## config.mk

```make
export PLATFORM = sky130hd
export DESIGN_NAME = disp_refresh_ctrl
export DESIGN_NICKNAME = d
export VERILOG_FILES = /design/src/rtl/disp_pkg.sv /design/src/rtl/disp_wr_ctrl.sv /design/src/rtl/disp_ram.sv /design/src/rtl/disp_scan_out.sv /design/src/rtl/disp_refresh_ctrl.sv
export SDC_FILE = /design/constraint.sdc
export NUM_CORES = 1
export LEC_CHECK = 0
export ABC_AREA = 1
export BUFFER_PORTS_ARGS = -buffer_cell sky130_fd_sc_hd__buf_2
export CAP_MARGIN = 10
export CORE_ASPECT_RATIO = 0.8
export CORE_MARGIN = 2
export CORE_UTILIZATION = 50
export CTS_CLUSTER_SIZE = 8
export DETAILED_ROUTE_END_ITERATION = 12
export PLACE_DENSITY_LB_ADDON = 0.1
export SLEW_MARGIN = 20
export SYNTH_ARGS = -nofsm -noshare
export SYNTH_HDL_FRONTEND = slang
export SYNTH_SLANG_ARGS = --single-unit
```

## constraint.sdc

```tcl
create_clock -name clk_i -period 1.73 [get_ports clk_i]
set_input_delay 0.173 -clock clk_i [delete_from_list [all_inputs] [get_ports clk_i]]
set_output_delay 0.173 -clock clk_i [all_outputs]
set_load 0.02 [all_outputs]
```

## src/rtl/disp_pkg.sv

```systemverilog
package disp_pkg;
  typedef enum logic [1:0] {
    MODE_L8  = 2'b00,
    MODE_L16 = 2'b01,
    MODE_R8  = 2'b10,
    MODE_R16 = 2'b11
  } disp_mode_e;

  function automatic logic mode_right(input logic [1:0] m);
    return m[1];
  endfunction

  function automatic logic mode_wide(input logic [1:0] m);
    return m[0];
  endfunction
endpackage

```

## src/rtl/disp_wr_ctrl.sv

```systemverilog
module disp_wr_ctrl
  import disp_pkg::*;
#(
  parameter int DEPTH = 16,
  localparam int AW = $clog2(DEPTH)
) (
  input  logic          clk_i,
  input  logic          rst_ni,
  input  logic [1:0]    mode_i,
  input  logic          wr_i,
  input  logic          clear_i,
  output logic [AW-1:0] wr_ptr_o,
  output logic [AW-1:0] last_idx_o,
  output logic          left_we_o,
  output logic          right_we_o
);
  localparam logic [AW-1:0] LAST_WIDE   = AW'(DEPTH - 1);
  localparam logic [AW-1:0] LAST_NARROW = AW'(DEPTH / 2 - 1);

  logic [AW-1:0] ptr_q;

  assign last_idx_o = mode_wide(mode_i) ? LAST_WIDE : LAST_NARROW;
  assign left_we_o  = wr_i && !clear_i && !mode_right(mode_i);
  assign right_we_o = wr_i && !clear_i && mode_right(mode_i);
  assign wr_ptr_o   = ptr_q;

  // pointer beyond span (after a mode change) also wraps home
  always_ff @(posedge clk_i or negedge rst_ni) begin
    if (!rst_ni) begin
      ptr_q <= '0;
    end else if (clear_i) begin
      ptr_q <= '0;
    end else if (left_we_o) begin
      if (ptr_q >= last_idx_o) ptr_q <= '0;
      else                     ptr_q <= ptr_q + 1'b1;
    end
  end
endmodule

```

## src/rtl/disp_ram.sv

```systemverilog
module disp_ram #(
  parameter int DEPTH = 16,
  parameter int DW    = 8,
  localparam int AW = $clog2(DEPTH),
  localparam int NW = DW / 2
) (
  input  logic                clk_i,
  input  logic                rst_ni,
  input  logic                clear_i,
  input  logic                left_we_i,
  input  logic                right_we_i,
  input  logic [AW-1:0]       wr_addr_i,
  input  logic [AW-1:0]       last_idx_i,
  input  logic [DW-1:0]       wr_data_i,
  input  logic                inh_hi_i,
  input  logic                inh_lo_i,
  output logic [DEPTH*DW-1:0] ram_o
);
  logic [DW-1:0] mem_q [DEPTH];
  logic [DW-1:0] mem_d [DEPTH];

  always_comb begin
    for (int i = 0; i < DEPTH; i++) begin
      logic          hit;
      logic [DW-1:0] cand;
      hit = (left_we_i && wr_addr_i == AW'(i)) ||
            (right_we_i && AW'(i) <= last_idx_i);
      if (right_we_i && AW'(i) != last_idx_i) cand = mem_q[(i + 1) % DEPTH];
      else                                    cand = wr_data_i;
      mem_d[i] = mem_q[i];
      if (hit && !inh_hi_i) mem_d[i][DW-1:NW] = cand[DW-1:NW];
      if (hit && !inh_lo_i) mem_d[i][NW-1:0]  = cand[NW-1:0];
    end
  end

  always_ff @(posedge clk_i or negedge rst_ni) begin
    if (!rst_ni) begin
      for (int i = 0; i < DEPTH; i++) mem_q[i] <= '0;
    end else if (clear_i) begin
      for (int i = 0; i < DEPTH; i++) mem_q[i] <= '0;
    end else begin
      for (int i = 0; i < DEPTH; i++) mem_q[i] <= mem_d[i];
    end
  end

  for (genvar g = 0; g < DEPTH; g++) begin : g_out
    assign ram_o[g*DW +: DW] = mem_q[g];
  end
endmodule

```

## src/rtl/disp_scan_out.sv

```systemverilog
module disp_scan_out #(
  parameter int DEPTH = 16,
  parameter int DW    = 8,
  localparam int AW = $clog2(DEPTH),
  localparam int NW = DW / 2
) (
  input  logic                clk_i,
  input  logic                rst_ni,
  input  logic [AW-1:0]       scan_i,
  input  logic                wide_i,
  input  logic [DEPTH*DW-1:0] ram_i,
  input  logic                blank_hi_i,
  input  logic                blank_lo_i,
  output logic [NW-1:0]       port_a_o,
  output logic [NW-1:0]       port_b_o,
  output logic                blank_o
);
  logic [AW-1:0] scan_q;
  logic [AW-1:0] rd_addr;
  logic [DW-1:0] rd_data;

  // narrow span folds the scan onto the lower half
  assign rd_addr = wide_i ? scan_i : {1'b0, scan_i[AW-2:0]};
  assign rd_data = ram_i[int'(rd_addr)*DW +: DW];

  always_ff @(posedge clk_i or negedge rst_ni) begin
    if (!rst_ni) begin
      scan_q   <= '0;
      port_a_o <= '0;
      port_b_o <= '0;
      blank_o  <= 1'b1;
    end else begin
      scan_q <= scan_i;
      if (scan_i != scan_q) begin
        port_a_o <= '0;
        port_b_o <= '0;
        blank_o  <= 1'b1;
      end else begin
        port_a_o <= blank_hi_i ? '0 : rd_data[DW-1:NW];
        port_b_o <= blank_lo_i ? '0 : rd_data[NW-1:0];
        blank_o  <= 1'b0;
      end
    end
  end
endmodule

```

## src/rtl/disp_refresh_ctrl.sv

```systemverilog
module disp_refresh_ctrl
  import disp_pkg::*;
#(
  parameter int DEPTH = 16,
  parameter int DW    = 8,
  localparam int AW = $clog2(DEPTH),
  localparam int NW = DW / 2
) (
  input  logic          clk_i,
  input  logic          rst_ni,
  input  logic [AW-1:0] scan_i,
  input  logic [1:0]    mode_i,
  input  logic          wr_i,
  input  logic [DW-1:0] wr_data_i,
  input  logic          clear_i,
  input  logic          inh_hi_i,
  input  logic          inh_lo_i,
  input  logic          blank_hi_i,
  input  logic          blank_lo_i,
  output logic [NW-1:0] port_a_o,
  output logic [NW-1:0] port_b_o,
  output logic          blank_o
);
  logic [AW-1:0]       wr_ptr;
  logic [AW-1:0]       last_idx;
  logic                left_we;
  logic                right_we;
  logic [DEPTH*DW-1:0] ram_q;

  disp_wr_ctrl #(.DEPTH(DEPTH)) u_wr (
    .clk_i      (clk_i),
    .rst_ni     (rst_ni),
    .mode_i     (mode_i),
    .wr_i       (wr_i),
    .clear_i    (clear_i),
    .wr_ptr_o   (wr_ptr),
    .last_idx_o (last_idx),
    .left_we_o  (left_we),
    .right_we_o (right_we)
  );

  disp_ram #(.DEPTH(DEPTH), .DW(DW)) u_ram (
    .clk_i      (clk_i),
    .rst_ni     (rst_ni),
    .clear_i    (clear_i),
    .left_we_i  (left_we),
    .right_we_i (right_we),
    .wr_addr_i  (wr_ptr),
    .last_idx_i (last_idx),
    .wr_data_i  (wr_data_i),
    .inh_hi_i   (inh_hi_i),
    .inh_lo_i   (inh_lo_i),
    .ram_o      (ram_q)
  );

  disp_scan_out #(.DEPTH(DEPTH), .DW(DW)) u_out (
    .clk_i      (clk_i),
    .rst_ni     (rst_ni),
    .scan_i     (scan_i),
    .wide_i     (mode_wide(mode_i)),
    .ram_i      (ram_q),
    .blank_hi_i (blank_hi_i),
    .blank_lo_i (blank_lo_i),
    .port_a_o   (port_a_o),
    .port_b_o   (port_b_o),
    .blank_o    (blank_o)
  );
endmodule

```

==> summary.md <==
| Metric | Value |
|---|---|
| Share of layout cells above drive strength 1 | `about an eighth` |
| CTS tree | `yes` |
| Residual DRC | `0` |
| R2r endpoint | `u_ram.ram_o[8]$_DFFE_PN0P_` |
| Yosys reg bits | `~150` |
| Max-slew violation count | `0` |
| RSZ-0062 raised after global routing | `true` |
| Clk sinks | `~150` |
| Count of input and output buffers | `30` |
| Crit path launch type | `flop` |
| Fin crit period | `roughly 1.6 ns` |
| Crit-path max FO | `5` |
| H-tree depth | `4` |
| Actual slew at the worst max-slew pin | `~0.48 ns` |
| WL final | `25.34 mm` |
| Core area | `about 17000 sq um` |
| Total track usage | `~29%` |
| Max_cap viols | `0` |
| Multi-input gate area | `roughly 4200 sq um` |
| PwrDens | `851.4 nW/um^2` |
| Worst hold stages | `4` |
| Area leader, netlist | `dfrtp_1` |
| Final Setup Violations | `0` |
| Placer congestion estimate | `about 0.90` |
| Setup TNS | `0 ns` |
| Max_slew headroom | `between 60 and 70%` |
| R2r setup slk | `about 0.13 ns` |
| Clock Pin Slew Worst Setup and Hold Paths | `0.06 ns` |
| Bufs on Longest Clock Path | `2` |
| Kind of critical path | `flop to flop` |
| Cell count after synthesis | `between 1000 and 1500` |
| DIE AREA | `around 19000 sq um` |
| Worst skew pair latency | `approximately 0.43 ns` |
| Clock root buffer | `clkbuf_16` |
| Fmax | `approximately 630 MHz` |
| Post-synth top area share | `41.33%` |
| Outcome | `complete, no violations` |
| Number of diodes | `0` |
| HP Class | `input port to flop` |
| Die W | `between 150 and 200 microns` |
| GRT overflow | `0` |
| R2R depth | `7` |
| Register area | `approximately 3600 sq um` |
| Post-synth cell types | `28` |
| Share of the core filled with cells | `roughly 59%` |
| IO Count | `31` |
| Avg Cell Area, Syn | `a little under 7 sq um` |
| DR iter-0 viols | `between 800 and 900` |
| Leakage | `between 5 and 6 nW` |
| First-pass GRT wire length | `slightly above 40 mm` |
| # fillers | `between 1500 and 2000` |
| Via count of the first global-routing pass | `7931` |
| Seq/Total Area, Yosys | `a little over two fifths` |
| # rows | `between 40 and 50` |
| Min-delay src | `blank_lo_i` |
| Initial Util | `50.64%` |
| CP endpoint kind | `flop` |
| Via/cell ratio | `about 5.6` |
| Num CTS Buffers | `17` |
| Top post-synthesis cells by area | `dfrtp_1, nand3_1, nand2_1` |
| Initial antenna violation count | `0` |
| Max Clock Skew | `slightly below 0.009 ns` |
| Post-CTS setup buffer count | `0` |
| Nets | `around 1300` |
| Crit path arrival time | `roughly 1.9 ns` |
| Die Height | `122.1 microns` |
| Half-perimeter wire length after placement | `around 18 mm` |
| WL per Instance | `16.47 microns` |
| Drt pass-1 iters | `5` |
| Routed vias | `~8600` |
| Fin crit share | `between 90% and 100%` |
| Crit path from | `u_wr.wr_ptr_o[1]$_DFFE_PN0P_` |
| Yosys Warn Count | `0` |
| Area growth, synth to finish | `15.66%` |
| Post-Syn Nets | `~1300` |
| Max rail drop VDD | `0.6698 mV` |
| Post-route ant nets | `0` |
| Largest net degree at the start of global routing | `70` |
| Worst R2R Start | `u_wr.wr_ptr_o[1]$_DFFE_PN0P_` |
| Worst Hold End | `u_out.port_b_o[3]$_DFF_PN0_` |
| Critical path data required time | `~2.1 ns` |
| Hold Fails Final Rpt | `0` |
| Post-synthesis cell area | `roughly 8700 sq um` |
[worst max path at each step]
stage	to	depth (start not counted)	slack (ns)
6_report	u_ram.ram_o[8]$_DFFE_PN0P_	7	0.13
2_1_floorplan	u_ram.ram_o[16]$_DFFE_PN0P_	7	0.26
5_1_grt	u_ram.ram_o[53]$_DFFE_PN0P_	9	-0.009
3_5_place_dp	u_ram.ram_o[71]$_DFFE_PN0P_	8	0.07
4_1_cts	u_ram.ram_o[50]$_DFFE_PN0P_	9	0.06
3_3_place_gp	u_ram.ram_o[81]$_DFFE_PN0P_	7	0.11
[per-layer routing]
metal / vias to the layer above / track usage [%] / routed length (microns)
li1: 4165 / - / -
met1: 4086 / 44.87 / 12250
met2: 343 / 40.92 / 10530
met3: 29 / 5.955 / 2255
met4: 0 / 7.350 / 315
met5: - / 0 / 0
[cells in the final DEF (no fill, tap or decap), types with 19 or more instances in the layout]
cell	n
dfrtp_1	143
buf_4	53
o21ai_0	144
buf_2	29
nand2_1	359
nand3_1	296
inv_1	141
a21oi_1	19
[critical path, stage by stage (launching register included)]
cell	delay [ns]
dfrtp_1	0.42
inv_1	0.12
ha_2	0.22
nand2_1	0.08
a21oi_2	0.29
nand2_1	0.20
nand3_1	0.11
nand2_1	0.05
[sequential cells by signal, indices dropped and copies added (netlist names)]
signal          flops
u_out.blank_o       1
u_out.port_a_o      4
u_out.port_b_o      4
u_out.scan_q        4
u_ram.ram_o       128
u_wr.wr_ptr_o       4
[cell type report]
class,count,area share [%]
well taps,225,2.792
flip-flops and latches,145,36.01
clock buffers,23,4.740
clock inverters,9,1.315
repair buffers,95,7.681
inverters,149,5.559
multi-input cells,893,41.90
[Yosys cell counts, drive strengths merged]
master	count
nand2	378
nand3	296
o21ai	162
inv	147
dfrtp	144
clkbuf	37
buf	36
a21oi	24
nor2	20
ha	6
xor2	5
clkinv	2
dfstp	1
o22ai	1
or2	1
[report_power, final]
| group | total [mW] | internal, mW | switching [mW] |
|---|---|---|---|
| logic | 1.19 | 0.375 | 0.819 |
| registers | 3.56 | 3.50 | 0.0591 |
| clock network | 3.83 | 2.39 | 1.44 |
| total | 8.59 | 6.26 | 2.32 |
[cell families (layout without fill, tap and decap cells)]
| family | count (synthesis) | in the layout | share of synthesized area (%) |
|---|---|---|---|
| AOI/OAI and AO/OA | 187 | 187 | 11.87 |
| buffers and inverters | 222 | 276 | 10.09 |
| xor gates and xnor gates | 5 | 5 | 0.5023 |
| adders and majority gates | 6 | 6 | 0.8611 |
| and+or+nand+nor | 695 | 695 | 35.05 |
| DFF | 145 | 145 | 41.63 |
[repair_timing]
action,CTS,global route
hold buffers,2,0
setup endpoints to repair,0,60
hold endpoints to repair,40,0
gates resized for setup,0,9
[metrics by stage]
| step | cell area [sq um] | hold WS (ns) | setup WS, ns | power, mW | cells |
|---|---|---|---|---|---|
| 2_1_floorplan | 8718 | -0.1226 | 0.2574 | 4.316 | 1260 |
| 3_3_place_gp | 9435 | 0.1441 | 0.1080 | 4.779 | 1505 |
| 3_5_place_dp | 9435 | 0.1415 | 0.07477 | 4.790 | 1505 |
| 4_1_cts | 10070 | 0.01549 | 0.06018 | 8.637 | 1539 |
| 5_1_grt | 10080 | 0.03808 | -0.009399 | 8.960 | 1539 |
| 6_report | 10080 | 0.03374 | 0.1313 | 8.585 | 1539 |
No activity file was read; power rests on OpenSTA's default activity.
